==> src/rtl/mstrig_pkg.sv <==
package mstrig_pkg;
  localparam int REG_AW   = 4;
  localparam int BYTE_W   = 8;
  localparam int THR_HI_W = 2;
  localparam int THR_W    = BYTE_W + THR_HI_W;
  localparam int LOGIC_W  = BYTE_W;
  localparam int WLIM_W   = BYTE_W;
  localparam int HOLD_W   = 2 * BYTE_W;
  localparam int STATUS_W = BYTE_W;
  localparam int ST_W     = 3;

  // register map; addresses are decoded by the configuration bank
  localparam logic [REG_AW-1:0] ADR_CTRL    = 4'd1;
  localparam logic [REG_AW-1:0] ADR_THR_LO  = 4'd3;
  localparam logic [REG_AW-1:0] ADR_TCFG    = 4'd4;
  localparam logic [REG_AW-1:0] ADR_PAT     = 4'd5;
  localparam logic [REG_AW-1:0] ADR_MASK    = 4'd6;
  localparam logic [REG_AW-1:0] ADR_HOLD_LO = 4'd7;
  localparam logic [REG_AW-1:0] ADR_HOLD_HI = 4'd8;
  localparam logic [REG_AW-1:0] ADR_WLIM    = 4'd11;

  // command bits of the control address
  localparam int CTL_RST   = 0;
  localparam int CTL_ARM   = 1;
  localparam int CTL_FORCE = 3;

  // fields of the trigger configuration byte
  localparam int TC_SLOPE   = 2;
  localparam int TC_MODE_LO = 5;
  localparam int TC_EN      = 7;

  typedef enum logic [ST_W-1:0] {
    ST_IDLE  = 3'd0,
    ST_ARMED = 3'd1,
    ST_HOLD  = 3'd2,
    ST_WAIT  = 3'd3,
    ST_TRIG  = 3'd4,
    ST_DONE  = 3'd5
  } state_e;

  typedef enum logic [1:0] {
    MD_LEVEL   = 2'd0,
    MD_NARROW  = 2'd1,
    MD_WIDE    = 2'd2,
    MD_PATTERN = 2'd3
  } mode_e;

  typedef struct packed {
    logic [THR_W-1:0]   thr;
    logic               falling;
    mode_e              mode;
    logic               en;
    logic [LOGIC_W-1:0] pat;
    logic [LOGIC_W-1:0] mask;
    logic [WLIM_W-1:0]  wlim;
    logic [HOLD_W-1:0]  hold;
  } cfg_t;
endpackage

==> src/rtl/mstrig_cfg.sv <==
module mstrig_cfg
  import mstrig_pkg::*;
(
  input  logic              clk,
  input  logic              rst_n,
  input  logic              we,
  input  logic [REG_AW-1:0] addr,
  input  logic [BYTE_W-1:0] wdata,
  output cfg_t              cfg,
  output logic              cmd_rst,
  output logic              cmd_arm,
  output logic              cmd_force
);
  localparam int NKEEP       = 7;
  localparam int IX_THR_LO   = 0;
  localparam int IX_TCFG     = 1;
  localparam int IX_PAT      = 2;
  localparam int IX_MASK     = 3;
  localparam int IX_HOLD_LO  = 4;
  localparam int IX_HOLD_HI  = 5;
  localparam int IX_WLIM     = 6;
  localparam logic [REG_AW-1:0] KEEP_ADR [NKEEP] = '{
    ADR_THR_LO, ADR_TCFG, ADR_PAT, ADR_MASK, ADR_HOLD_LO, ADR_HOLD_HI, ADR_WLIM
  };

  logic [BYTE_W-1:0] bank [NKEEP];
  logic              ctrl_wr;

  always_ff @(posedge clk or negedge rst_n) begin
    if (!rst_n) begin
      for (int i = 0; i < NKEEP; i++)
        bank[i] <= (i == IX_MASK) ? {BYTE_W{1'b1}} : {BYTE_W{1'b0}};
    end else if (we) begin
      for (int i = 0; i < NKEEP; i++)
        if (addr == KEEP_ADR[i]) bank[i] <= wdata;
    end
  end

  // commands act in the cycle of the write; nothing is stored for them
  assign ctrl_wr   = we && (addr == ADR_CTRL);
  assign cmd_rst   = ctrl_wr && wdata[CTL_RST];
  assign cmd_arm   = ctrl_wr && wdata[CTL_ARM];
  assign cmd_force = ctrl_wr && wdata[CTL_FORCE];

  always_comb begin
    cfg.thr     = {bank[IX_TCFG][THR_HI_W-1:0], bank[IX_THR_LO]};
    cfg.falling = bank[IX_TCFG][TC_SLOPE];
    cfg.mode    = mode_e'(bank[IX_TCFG][TC_MODE_LO +: 2]);
    cfg.en      = bank[IX_TCFG][TC_EN];
    cfg.pat     = bank[IX_PAT];
    cfg.mask    = bank[IX_MASK];
    cfg.wlim    = bank[IX_WLIM];
    cfg.hold    = {bank[IX_HOLD_HI], bank[IX_HOLD_LO]};
  end
endmodule

==> src/rtl/mstrig_level.sv <==
module mstrig_level
  import mstrig_pkg::*;
#(
  parameter int A_W  = THR_W,
  parameter int WC_W = WLIM_W
) (
  input  logic            clk,
  input  logic            rst_n,
  input  logic            take,
  input  logic [A_W-1:0]  smp,
  input  logic [A_W-1:0]  thr,
  input  logic            falling,
  input  mode_e           mode,
  input  logic [WC_W-1:0] wlim,
  output logic            hit,
  output logic [WC_W-1:0] width,
  output logic            in_pulse
);
  localparam logic [WC_W-1:0] W_MAX = {WC_W{1'b1}};
  localparam logic [WC_W-1:0] W_ONE = WC_W'(1);

  logic above, prev_above, have_prev;
  logic rise, fall, lead, trail;

  assign above = (smp >= thr);
  assign rise  = have_prev && !prev_above && above;
  assign fall  = have_prev && prev_above && !above;
  assign lead  = falling ? fall : rise;
  assign trail = falling ? rise : fall;

  always_comb begin
    hit = 1'b0;
    if (take) begin
      unique case (mode)
        MD_LEVEL:  hit = lead;
        MD_NARROW: hit = trail && in_pulse && (width <  wlim);
        MD_WIDE:   hit = trail && in_pulse && (width >= wlim);
        default:   hit = 1'b0;
      endcase
    end
  end

  // edge history and pulse width run on every sample, armed or not
  always_ff @(posedge clk or negedge rst_n) begin
    if (!rst_n) begin
      prev_above <= 1'b0;
      have_prev  <= 1'b0;
      in_pulse   <= 1'b0;
      width      <= '0;
    end else if (take) begin
      prev_above <= above;
      have_prev  <= 1'b1;
      if (lead) begin
        in_pulse <= 1'b1;
        width    <= W_ONE;
      end else if (trail) begin
        in_pulse <= 1'b0;
      end else if (in_pulse && (width != W_MAX)) begin
        width <= width + W_ONE;
      end
    end
  end
endmodule

==> src/rtl/mstrig_pattern.sv <==
module mstrig_pattern
  import mstrig_pkg::*;
#(
  parameter int L_W = LOGIC_W
) (
  input  logic [L_W-1:0] smp,
  input  logic [L_W-1:0] pat,
  input  logic [L_W-1:0] mask,
  output logic           hit
);
  logic [L_W-1:0] lane_ok;

  for (genvar b = 0; b < L_W; b++) begin : g_lane
    assign lane_ok[b] = mask[b] || (smp[b] == pat[b]);
  end

  assign hit = &lane_ok;
endmodule

==> src/rtl/mstrig_fsm.sv <==
module mstrig_fsm
  import mstrig_pkg::*;
#(
  parameter int POST_SAMPLES = 8
) (
  input  logic              clk,
  input  logic              rst_n,
  input  logic              cmd_rst,
  input  logic              cmd_arm,
  input  logic              cmd_force,
  input  logic              take,
  input  logic              event_hit,
  input  logic [HOLD_W-1:0] hold,
  output state_e            state,
  output logic              trig_pulse
);
  // POST_SAMPLES must be at least 1
  localparam int PC_W = $clog2(POST_SAMPLES + 1);
  localparam logic [PC_W-1:0]   POST_LOAD = PC_W'(POST_SAMPLES);
  localparam logic [PC_W-1:0]   PC_ONE    = PC_W'(1);
  localparam logic [HOLD_W-1:0] HC_ONE    = HOLD_W'(1);

  state_e            nxt;
  logic [HOLD_W-1:0] hold_cnt, hold_nxt;
  logic [PC_W-1:0]   post_cnt, post_nxt;
  logic              fire;
  logic              forceable;

  assign forceable = (state == ST_ARMED) || (state == ST_HOLD) || (state == ST_WAIT);

  always_comb begin
    nxt      = state;
    hold_nxt = hold_cnt;
    post_nxt = post_cnt;
    fire     = 1'b0;
    if (cmd_rst) begin
      nxt = ST_IDLE;
    end else if (cmd_arm) begin
      nxt = ST_ARMED;
    end else if (cmd_force && forceable) begin
      nxt      = ST_TRIG;
      fire     = 1'b1;
      post_nxt = POST_LOAD;
    end else begin
      unique case (state)
        ST_ARMED: begin
          if (hold == '0) begin
            nxt = ST_WAIT;
          end else begin
            nxt      = ST_HOLD;
            hold_nxt = hold;
          end
        end
        ST_HOLD: begin
          if (take) begin
            if (hold_cnt == HC_ONE) nxt = ST_WAIT;
            else hold_nxt = hold_cnt - HC_ONE;
          end
        end
        ST_WAIT: begin
          if (event_hit) begin
            nxt      = ST_TRIG;
            fire     = 1'b1;
            post_nxt = POST_LOAD;
          end
        end
        ST_TRIG: begin
          if (take) begin
            if (post_cnt == PC_ONE) nxt = ST_DONE;
            else post_nxt = post_cnt - PC_ONE;
          end
        end
        default: nxt = state;
      endcase
    end
  end

  always_ff @(posedge clk or negedge rst_n) begin
    if (!rst_n) begin
      state      <= ST_IDLE;
      hold_cnt   <= '0;
      post_cnt   <= '0;
      trig_pulse <= 1'b0;
    end else begin
      state      <= nxt;
      hold_cnt   <= hold_nxt;
      post_cnt   <= post_nxt;
      trig_pulse <= fire;
    end
  end
endmodule

==> src/rtl/mstrig_unit.sv <==
module mstrig_unit
  import mstrig_pkg::*;
#(
  parameter int POST_SAMPLES = 8
) (
  input  logic                clk,
  input  logic                rst_n,
  input  logic                cfg_we,
  input  logic [REG_AW-1:0]   cfg_addr,
  input  logic [BYTE_W-1:0]   cfg_wdata,
  input  logic                smp_valid,
  output logic                smp_ready,
  input  logic [THR_W-1:0]    smp_analog,
  input  logic [LOGIC_W-1:0]  smp_logic,
  output logic                trig_pulse,
  output logic [STATUS_W-1:0] status
);
  cfg_t              cfg;
  logic              cmd_rst, cmd_arm, cmd_force;
  logic              take;
  logic              lvl_hit, pat_hit, event_hit;
  logic [WLIM_W-1:0] lvl_width;
  logic              lvl_in_pulse;
  state_e            state;

  assign smp_ready = 1'b1;
  assign take      = smp_valid && smp_ready;

  mstrig_cfg u_cfg (
    .clk      (clk),
    .rst_n    (rst_n),
    .we       (cfg_we),
    .addr     (cfg_addr),
    .wdata    (cfg_wdata),
    .cfg      (cfg),
    .cmd_rst  (cmd_rst),
    .cmd_arm  (cmd_arm),
    .cmd_force(cmd_force)
  );

  mstrig_level #(.A_W(THR_W), .WC_W(WLIM_W)) u_level (
    .clk     (clk),
    .rst_n   (rst_n),
    .take    (take),
    .smp     (smp_analog),
    .thr     (cfg.thr),
    .falling (cfg.falling),
    .mode    (cfg.mode),
    .wlim    (cfg.wlim),
    .hit     (lvl_hit),
    .width   (lvl_width),
    .in_pulse(lvl_in_pulse)
  );

  mstrig_pattern #(.L_W(LOGIC_W)) u_pattern (
    .smp (smp_logic),
    .pat (cfg.pat),
    .mask(cfg.mask),
    .hit (pat_hit)
  );

  assign event_hit = cfg.en && take &&
                     ((cfg.mode == MD_PATTERN) ? pat_hit : lvl_hit);

  mstrig_fsm #(.POST_SAMPLES(POST_SAMPLES)) u_fsm (
    .clk       (clk),
    .rst_n     (rst_n),
    .cmd_rst   (cmd_rst),
    .cmd_arm   (cmd_arm),
    .cmd_force (cmd_force),
    .take      (take),
    .event_hit (event_hit),
    .hold      (cfg.hold),
    .state     (state),
    .trig_pulse(trig_pulse)
  );

  assign status = {{(STATUS_W-ST_W){1'b0}}, state};
endmodule

==> config.mk <==
export PLATFORM = sky130hd
export DESIGN_NAME = mstrig_unit
export DESIGN_NICKNAME = d
export VERILOG_FILES = /design/src/rtl/mstrig_pkg.sv /design/src/rtl/mstrig_cfg.sv /design/src/rtl/mstrig_level.sv /design/src/rtl/mstrig_pattern.sv /design/src/rtl/mstrig_fsm.sv /design/src/rtl/mstrig_unit.sv
export SDC_FILE = /design/constraint.sdc
export NUM_CORES = 1
export LEC_CHECK = 0
export ABC_CLOCK_PERIOD_IN_PS = 4050
export BUFFER_PORTS_ARGS = -buffer_cell sky130_fd_sc_hd__buf_2
export CAP_MARGIN = 20
export CORE_UTILIZATION = 30
export CTS_CLUSTER_SIZE = 28
export DETAILED_ROUTE_END_ITERATION = 6
export PLACE_DENSITY = 0.55
export SLEW_MARGIN = 20
export SYNTH_ARGS = -nofsm -noshare
export SYNTH_HDL_FRONTEND = slang
export SYNTH_SLANG_ARGS = --single-unit
==> constraint.sdc <==
create_clock -name clk -period 4.05 [get_ports clk]
set_clock_uncertainty 0.2 [all_clocks]
set_input_delay 0 -clock clk [delete_from_list [all_inputs] [get_ports clk]]
set_output_delay 0 -clock clk [all_outputs]
set_load 0.1 [all_outputs]
==> impl_metrics.json, run 1 <==
{
  "status": "finished, final reports clean",
  "cap_violations": 0,
  "critPathMaxFanout": 9,
  "critPathCaptureType": "register",
  "crit_path_cell_trace": "ha_1, nand2b_1, a211oi_1, o31ai_1, nor2_1, mux2i_2, a2111oi_4, or4_1, a21oi_1",
  "clk_pin_slew_worst_paths_ps": 60,
  "h-tree-depth": 3,
  "syn_avg_cell_area_sq_um": 9.87,
  "final_area_sq_mm": 0.00579,
  "crit_required_ps": 4120,
  "power.density_mw_per_mm2": 587,
  "ys.flop_type": "dfrtp_1",
  "gp_congestion": 0.825,
  "hold_class": "in2reg",
  "via_per_inst": 4.99,
  "critPathSlowestCell": "mux2i_2",
  "place_hpwl_microns": 8360,
  "tns_ps": 0,
  "drtIter0Drc": 155,
  "rsz0062_at_grt": "false",
  "initial_core_util_pct": 31.0,
  "async_flop_share_pct": 100,
  "worst_pin_slew_ps": 763,
  "overflow": 0,
  "drtAntennaViolNets": 0,
  "cts_made_buffers": 9,
  "setup_viol": 0,
  "max_slew_margin_pct": 49.0,
  "die_w_microns": 131,
  "drive_gt1_share_pct": 22.3,
  "timing.fmax_ghz": 0.323,
  "fp.dieH_microns": 131,
  "syn_area_sq_mm": 0.00496,
  "r2r-start": "u_cfg.cfg[44]$_DFFE_PN0P_",
  "peakVddDrop_v": 0.000205,
  "wl_per_cell_microns": 15.0,
  "worstSetupStartpoint": "u_cfg.cfg[44]$_DFFE_PN0P_",
  "rows": 46,
  "worstRegToRegCells": 9,
  "r2r_setup_slack_ps": 960,
  "drcViolationCount": 0,
  "cp-start-kind": "register",
  "crit_end": "u_fsm.state[0]$_DFFE_PN0P_",
  "ys_ff_latch": 89,
  "clock-sinks": 89,
  "vias": 3830,
  "ys_seq_area_share_pct": 45.1,
  "slew_viol_final": 0,
  "fillers": 1655,
  "ys_warn_count": 0,
  "cts_setup_buffers": 0,
  "timing.rr.end": "u_fsm.state[0]$_DFFE_PN0P_",
  "ios": 44,
  "period_needed_ps": 3090,
  "antenna_found_initial": 0,
  "antenna_cells": 0,
  "worstSetupPathType": "reg2reg",
  "max_stage_delay_ps": 550,
  "portBuffers": 37,
  "insertion_delay_ps": 350,
  "syn_to_final_growth_pct": 16.7,
  "die_area_sq_mm": 0.0171,
  "place_area_sq_mm": 0.00536,
  "grt_pass1_wl_microns": 19300,
  "root_buffer": "clkbuf_16",
  "fin_crit_sh_pct": 76.4,
  "fin_nets": 606,
  "clockBufferDepth": 2,
  "tritoncts": "yes",
  "wirelength_microns": 11500,
  "crit_arrival_ps": 3160,
  "core_region_area_sq_mm": 0.0160,
  "leakagePower_nw": 2.49,
  "grt_use_total_pct": 14.7,
  "drtPass1Iterations": 4,
  "finalHoldViolations": 0,
  "grt_max_degree": 52,
  "synth.distinct_cells": 55,
  "grt_pass1_vias": 3819,
  "synth_cells": 503,
  "synth_edf_count": 0
}
-- report_power, final --
| group | leakage (nW) | switching [mW] | internal [mW] |
|---|---|---|---|
| clock | 0.159 | 0.348 | 0.557 |
| combinational | 1.24 | 0.650 | 0.463 |
| sequential | 1.08 | 0.233 | 1.15 |
| total | 2.49 | 1.23 | 2.17 |
-- per-stage QoR --
stage	setup slack (ps)	power [mW]	utilization (%)	hold slack (ps)	instances
floorplan	1200	2.22	-	-496	507
global placement	1010	2.46	33.5	-130	740
detailed placement	992	2.51	33.5	-118	740
CTS	960	3.43	36.1	9.67	766
global route	743	3.64	36.2	46.8	767
finish	955	3.40	36.2	12.8	767
-- layer usage --
| layer | global-route usage (%) | up-vias | part of all wire [%] |
|---|---|---|---|
| met4 | 6.15 | 0 | 2.1 |
| met5 | 0 | - | 0 |
| met2 | 24.1 | 55 | 48 |
| met1 | 19.4 | 1877 | 48 |
| li1 | - | 1883 | - |
| met3 | 2.44 | 15 | 2.3 |
-- how the worst min path moves through the flow --
stage               slack, ps                        end         from  cells after the start
floorplan                -500   u_cfg.cfg[0]$_DFFE_PN0P_        rst_n                      0
global placement         -130  u_cfg.cfg[37]$_DFFE_PN0P_        rst_n                      1
detailed placement       -120  u_cfg.cfg[36]$_DFFE_PN0P_        rst_n                      1
CTS                        10  u_cfg.cfg[48]$_DFFE_PN0P_  cfg_addr[2]                      4
global route               50  u_cfg.cfg[48]$_DFFE_PN0P_  cfg_addr[2]                      4
finish                     10  u_cfg.cfg[48]$_DFFE_PN0P_  cfg_addr[3]                      4
-- repair_timing --
action,CTS,global route
hold buffers,10,1
endpoints found under the hold margin,107,8
resized for setup,0,0
-- kinds of logic (layout without fill, tap and decap cells) --
family                     after synthesis  after routing  synth area share (%)
DFF                                     89             89                  45.1
xor gates and xnor gates                12             12                  2.12
muxes                                   44             44                  10.0
and+or+nand+nor                        155            155                  16.3
buffers and inverters                   53             97                  4.54
adders and majority gates               26             26                  6.55
other                                    2              6                 0.151
AOI/OAI and AO/OA                      122            122                  15.2
-- registers in the layout (all words and copies together), names as in the netlist --
name and flops:
u_level.have_prev 1, u_fsm.trig_pulse 1, u_level.prev_above 1, u_fsm.state 3, u_level.width 8, u_cfg.cfg 54
u_fsm.post_cnt 4, u_level.in_pulse 1, u_fsm.hold_cnt 16
-- worst max-delay path: cells and delay by family (launching register included) --
family	cells	cell delay [ps]
AND/OR/NAND/NOR	3	900
AO/OA/AOI/OAI	4	740
multiplexers	1	550
flip-flops	1	380
adder cells (fa/ha/maj)	1	260
-- cells in the final DEF (no fill, tap or decap), drive strengths merged, types with 6 or more instances in the layout --
| cell type | Yosys | final |
|---|---|---|
| nor3 | 14 | 14 |
| buf | 9 | 41 |
| dfrtp | 81 | 81 |
| nor4 | 10 | 10 |
| inv | 29 | 29 |
| or3 | 9 | 9 |
| a31oi | 6 | 6 |
| nor2 | 50 | 50 |
| o21ai | 49 | 49 |
| ha | 26 | 26 |
| mux2 | 42 | 42 |
| o22ai | 6 | 6 |
| nand2 | 29 | 29 |
| clkbuf | 15 | 11 |
| a21oi | 29 | 29 |
| dfstp | 8 | 8 |
| xnor2 | 12 | 12 |
| conb | 2 | 6 |
| dlygate4sd3 | 0 | 11 |
| nand3 | 9 | 9 |
-- layout make-up --
| cell class | instances | area (sq um) | area share (%) |
|---|---|---|---|
| tap | 216 | 270 | 4.66 |
| inverter | 29 | 109 | 1.88 |
| clock inverter | 5 | 78.8 | 1.36 |
| multi-input combinational | 365 | 2530 | 43.6 |
| timing repair buffer | 52 | 328 | 5.66 |
| clock buffer | 11 | 243 | 4.19 |
| sequential | 89 | 2240 | 38.6 |
-- synthesized netlist by cell type (all sizes together) (3+ instances only) --
| master | count | area share, % |
|---|---|---|
| nand4 | 5 | 0.63 |
| nor3b | 3 | 0.45 |
| o22ai | 6 | 0.76 |
| buf | 9 | 1.2 |
| nor4 | 10 | 1.5 |
| nand3b | 4 | 0.60 |
| mux2 | 42 | 9.5 |
| nand2 | 29 | 2.2 |
| o211ai | 3 | 0.45 |
| dfstp | 8 | 4.2 |
| a21oi | 29 | 2.9 |
| or4 | 4 | 0.68 |
| xnor2 | 12 | 2.1 |
| clkbuf | 15 | 1.1 |
| nor2 | 50 | 3.8 |
| o21ai | 49 | 4.9 |
| o41ai | 3 | 0.53 |
| ha | 26 | 6.6 |
| a31oi | 6 | 0.76 |
| nor3 | 14 | 1.4 |
| nand2b | 5 | 0.63 |
| and2 | 3 | 0.38 |
| or3 | 9 | 1.4 |
| o31ai | 4 | 0.60 |
| dfrtp | 81 | 41 |
| nor2b | 5 | 0.63 |
| nand3 | 9 | 0.91 |
| nor4b | 4 | 0.96 |
| inv | 29 | 2.2 |
Note: power is estimated with default switching activity, not from simulation.
==> inputs of run 2 (changes only) <==
ABC_CLOCK_PERIOD_IN_PS = 2850   (was 4050)
clock period = 2.85 ns   (was 4.05 ns; I/O delays follow)
==> run 2 against run 1 <==
Compared with the run above: highest routed layer unchanged; largest cell class unchanged; the flow now finishes with violations (negative hold slack); count of clock-buffer cells in the layout down 1; die area did not move; clock power is 41% higher.
==> impl_metrics.json, run 2 (synthesized netlist as in run 1, its figures left out) <==
{
  "crit_required_ps": 2930,
  "status": "complete, but fails checks",
  "syn_to_final_growth_pct": 23.1,
  "wl_per_cell_microns": 15.3,
  "final_cell_mix": "dfrtp_1 (81), nor2_1 (47), mux2_2 (42)",
  "finalHoldViolations": 12,
  "overflow": 0,
  "instances_no_fill": 787,
  "gp_congestion": 0.815,
  "die_area_sq_mm": 0.0171,
  "antenna_found_initial": 0,
  "clockBufferDepth": 2,
  "place_hpwl_microns": 8810,
  "die_w_microns": 131,
  "cts_made_buffers": 9,
  "multi_input_area_sq_mm": 0.00269,
  "core_region_area_sq_mm": 0.0160,
  "fillers": 1648,
  "max_stage_delay_ps": 500,
  "initial_core_util_pct": 31.0,
  "drtAntennaViolNets": 0,
  "violations": "negative hold slack",
  "worstSetupPathType": "reg2reg",
  "max_slew_margin_pct": 51.6,
  "fin_nets": 626,
  "portBuffers": 37,
  "hold_slack_ps": -7.33,
  "p_switching_mw": 1.88,
  "grt_pass1_vias": 3962,
  "fp.dieH_microns": 131,
  "rows": 46,
  "hold_class": "in2async",
  "cp-start-kind": "register",
  "worstRegToRegCells": 9,
  "setup_viol": 0,
  "worst_pin_slew_ps": 723,
  "tritoncts": "yes",
  "p_comb_share_pct": 36.9,
  "leakagePower_nw": 2.62,
  "slew_viol_final": 0,
  "largest_register_ffs": 54,
  "final_common_cell": "dfrtp_1",
  "drtIter0Drc": 182,
  "crit_path_cell_trace": "ha_1, a21o_1, a21oi_2, nor2b_1, or4_1, a21oi_2, a2111oi_4, or4_1, a21oi_1",
  "insertion_delay_ps": 350,
  "ios": 44,
  "place_area_sq_mm": 0.00551,
  "drive_gt1_share_pct": 28.7,
  "rsz0062_at_grt": "true",
  "crit_arrival_ps": 2870,
  "antenna_cells": 0,
  "via_per_inst": 4.96,
  "final_area_sq_mm": 0.00611,
  "drtPass1Iterations": 4,
  "drcViolationCount": 0,
  "pwr-share-seq_pct": 37.9,
  "grt_pass1_wl_microns": 20000,
  "p_sw_share_pct": 36.9,
  "seqCellArea_sq_mm": 0.00224,
  "utilization_pct": 38.2,
  "clock-sinks": 89,
  "period_needed_ps": 2790,
  "clkPwrFrac_pct": 25.2,
  "peakVddDrop_v": 0.000344,
  "critPathMaxFanout": 5,
  "grt_max_degree": 44,
  "grt_use_total_pct": 15.4,
  "root_buffer": "clkbuf_16",
  "wirelength_microns": 12000,
  "h-tree-depth": 3,
  "power.density_mw_per_mm2": 832,
  "cap_violations": 0,
  "clk_pin_slew_worst_paths_ps": 60,
  "internal_power_mw": 3.21,
  "critPathCaptureType": "register",
  "timing.fmax_ghz": 0.359,
  "vias": 3905,
  "fin_crit_sh_pct": 97.8,
  "critPathSlowestCell": "or4_1",
  "place_inst": 758
}
run 2: path summary, 6_finish.rpt:
path	start	endpoint	slack (ps)
setup / recovery	u_level.width[5]$_DFFE_PN0P_	u_fsm.state[0]$_DFFE_PN0P_	60
min in group clk	cfg_addr[2]	u_cfg.cfg[48]$_DFFE_PN0P_	10
hold / removal	rst_n	u_fsm.post_cnt[1]$_DFFE_PN0P_	-7
setup reg to reg	u_level.width[5]$_DFFE_PN0P_	u_fsm.state[0]$_DFFE_PN0P_	60
max in group asynchronous	rst_n	u_cfg.cfg[44]$_DFFE_PN0P_	1660
hold reg to reg	u_cfg.cfg[53]$_DFFE_PN0P_	u_cfg.cfg[53]$_DFFE_PN0P_	310
run 2: layout make-up:
type | instances | share of cell area (%)
multi-input combinational | 365 | 44.0
clock buffer | 10 | 3.75
timing repair buffer | 72 | 7.99
inverter | 29 | 1.78
tap | 216 | 4.42
clock inverter | 6 | 1.47
sequential | 89 | 36.6
run 2: worst max-delay path, delay by kind of cell, from the launching register on:
family	cells	cell delay, ps
DFF	1	380
adders and majority gates	1	310
and+or+nand+nor	3	990
AOI/OAI and AO/OA	5	820
run 2: timing repair:
action                                 4_1_cts  5_1_grt
setup endpoints to repair                    2       14
resized for setup                            5       27
buffers inserted                             0        3
pin swaps                                    7       12
hold buffers                                10        0
endpoints found under the hold margin      112        0
run 2: power by group through the flow:
stage | Combinational [mW] | Sequential (mW) | Clock [mW]
global placement | 1.66 | 1.92 | 0
global route | 2.09 | 1.98 | 1.36
detailed placement | 1.72 | 1.94 | 0
finish | 1.88 | 1.93 | 1.28
CTS | 1.75 | 1.92 | 1.31
floorplan | 1.16 | 1.99 | 0
run 2: layer usage:
metal | track usage [%] | vias up | routed length (microns)
met1 | 20.7 | 1896 | 5710
met5 | 0 | - | 0
li1 | - | 1921 | -
met4 | 6.56 | 0 | 264
met3 | 2.12 | 19 | 403
met2 | 24.8 | 69 | 5620
run 2: through the flow:
step | power [mW] | setup slack, ps | setup TNS [ps]
after floorplan | 3.15 | 37.4 | 0
after global placement | 3.58 | 17.6 | 0
after detailed placement | 3.65 | -64.0 | -86.3
after CTS | 4.97 | -8.20 | -8.20
after global routing | 5.43 | -33.3 | -39.6
final | 5.08 | 64.1 | 0
==> inputs of run 3 (changes only) <==
ABC_CLOCK_PERIOD_IN_PS = 2400   (was 2850)
CAP_MARGIN = not set   (was 20)
PLACE_DENSITY = 0.56   (was 0.55)
clock period = 2.4 ns   (was 2.85 ns; I/O delays follow)
==> run 3 against run 2 <==
Compared with the run above: the flow finishes with violations (negative hold slack, negative setup slack); first-iteration DRC count increased by 44%; cell area increased by 11%; clock power increased by 12%; setup slack got worse by 500 ps; hold slack got worse by 14 ps; die area unchanged; fmax decreased by 1.9%; largest cell class unchanged; global-route usage increased by 1.0 points; non-clock buffer count increased by 55; largest power group is now combinational logic; flip-flop and latch count unchanged; cell count increased by 7.1%.
==> impl_metrics.json, run 3 (synthesized netlist as in run 1, its figures left out) <==
{
  "die_area_sq_mm": 0.0171,
  "place_inst": 797,
  "fp.dieH_microns": 131,
  "power.density_mw_per_mm2": 971,
  "ios": 44,
  "final_area_sq_mm": 0.00680,
  "instances_no_fill": 843,
  "place_hpwl_microns": 9070,
  "fin_nets": 682,
  "r2r-start": "u_cfg.cfg[44]$_DFFE_PN0P_",
  "crit_path_cell_trace": "ha_1, nand2b_4, a211oi_4, o31ai_4, nor2_4, mux2i_4, a2111oi_4, or4_1, a21oi_2",
  "drtPass1Iterations": 4,
  "power.total_mw": 6.60,
  "critPathMaxFanout": 6,
  "grt_pass1_vias": 4224,
  "status": "complete, but fails checks",
  "overflow": 0,
  "cp-start-kind": "register",
  "vias": 4221,
  "violations": "negative hold slack, negative setup slack",
  "clockBufferDepth": 2,
  "max_slew_margin_pct": 50.5,
  "crit_arrival_ps": 2910,
  "worstSetupStartpoint": "u_cfg.cfg[44]$_DFFE_PN0P_",
  "root_buffer": "clkbuf_16",
  "portBuffers": 37,
  "initial_core_util_pct": 31.0,
  "cpLargestDelayFamily": "compound AO/OA/AOI/OAI gates",
  "wl_per_cell_microns": 15.7,
  "rsz0062_at_grt": "true",
  "r2r_setup_slack_ps": -440,
  "cap_violations": 0,
  "timing.rr.end": "u_fsm.state[0]$_DFFE_PN0P_",
  "grt_pass1_wl_microns": 21300,
  "fin_crit_sh_pct": 118,
  "worst_pin_slew_ps": 740,
  "hold_slack_ps": -20.8,
  "setup_slack_ps": -440,
  "period_needed_ps": 2840,
  "fillers": 1562,
  "antenna_cells": 0,
  "clock-sinks": 89,
  "max_stage_delay_ps": 440,
  "cts_made_buffers": 9,
  "hold_class": "in2async",
  "final_common_cell": "dfrtp_1",
  "pre_cts_slack_ps": -414,
  "insertion_delay_ps": 350,
  "rows": 46,
  "worstRegToRegCells": 9,
  "grt_use_total_pct": 16.4,
  "via_per_inst": 5.01,
  "h-tree-depth": 3,
  "clk_pin_slew_worst_paths_ps": 60,
  "drive_gt1_share_pct": 40.2,
  "setup_viol": 23,
  "timing.fmax_ghz": 0.352,
  "critPathSlowestCell": "or4_1",
  "leakagePower_nw": 2.92,
  "worstSetupPathType": "reg2reg",
  "grt_max_degree": 54,
  "place_area_sq_mm": 0.00585,
  "drtIter0Drc": 262,
  "gp_congestion": 0.827,
  "crit_end": "u_fsm.state[0]$_DFFE_PN0P_",
  "critPathCaptureType": "register",
  "syn_to_final_growth_pct": 36.9,
  "finalHoldViolations": 36,
  "crit_cells": 9,
  "largest_register_ffs": 54,
  "peakVddDrop_v": 0.000517,
  "wirelength_microns": 13200,
  "die_w_microns": 131,
  "drtAntennaViolNets": 0,
  "final_cell_mix": "dfrtp_1 (78), buf_4 (72), nor2_1 (45)",
  "crit_buf_inv": 0,
  "antenna_found_initial": 0,
  "core_region_area_sq_mm": 0.0160,
  "crit_required_ps": 2470,
  "drcViolationCount": 0,
  "slew_viol_final": 0,
  "tritoncts": "yes"
}
-- run 3: changes by cell type in the layout (fill, tap and decap cells not counted), sizes merged --
cell	previous run	this run
a2111oi	1	2
dlygate4sd3	10	12
buf	62	115
clkinv	2	3
bufinv	2	1
-- run 3: worst register-to-register path: stages, from the launching register on --
cell	delay, ps
dfrtp_1	400
ha_1	270
nand2b_4	150
a211oi_4	300
o31ai_4	140
nor2_4	140
mux2i_4	410
a2111oi_4	180
or4_1	440
a21oi_2	130
-- run 3: how the worst min path moves through the flow --
stage | slack, ps | endpoint | cells past startpoint | start
after global placement | -190 | u_fsm.trig_pulse$_DFF_PN0_ | 1 | rst_n
after floorplan | -500 | u_cfg.cfg[0]$_DFFE_PN0P_ | 0 | rst_n
after global routing | 40 | u_level.have_prev$_DFFE_PN0P_ | 2 | rst_n
final | -20 | u_cfg.cfg[46]$_DFFE_PN0P_ | 2 | rst_n
after detailed placement | -180 | u_fsm.post_cnt[2]$_DFFE_PN0P_ | 1 | rst_n
after CTS | 0.8 | u_level.have_prev$_DFFE_PN0P_ | 2 | rst_n
-- run 3: final cells by class --
cell class                 instances  area [sq um]  share of cell area, %
multi-input combinational        366          2920                   43.0
clock inverter                     6          65.1                  0.957
timing repair buffer             127           952                   14.0
clock buffer                      10           239                   3.52
sequential                        89          2240                   33.0
inverter                          29           109                   1.60
tap                              216           270                   3.98
-- run 3: per-layer routing --
layer  part of all wire (%)  vias to the layer above  global-route usage (%)
li1                       -                     2042                       -
met1                     45                     2059                    21.2
met2                     49                       94                    27.3
met3                    3.4                       26                    2.85
met4                    2.2                        0                    6.69
met5                      0                        -                       0
-- run 3: metrics by stage --
| stage | util [%] | setup TNS [ps] | hold slack, ps |
|---|---|---|---|
| final | 42.5 | -5970 | -20.8 |
| after global routing | 42.5 | -9650 | 41.0 |
| after global placement | 36.5 | -6480 | -190 |
| after detailed placement | 36.5 | -7540 | -184 |
| after CTS | 40.6 | -4900 | 0.814 |
| after floorplan | - | -1940 | -496 |
-- run 3: power breakdown --
part,total [mW],leakage (nW),internal (mW),switching [mW]
clock network,1.44,0.149,0.837,0.599
registers,2.30,1.08,1.95,0.355
logic,2.86,1.69,1.37,1.50
-- run 3: repair_timing --
| action | in CTS | in global routing |
|---|---|---|
| pin swaps | 10 | 19 |
| resized for setup | 27 | 66 |
| gates cloned | 3 | 0 |
| endpoints found under the hold margin | 138 | 0 |
| endpoints found under the setup margin | 33 | 33 |
| buffers inserted | 9 | 7 |
| hold buffers | 12 | 0 |
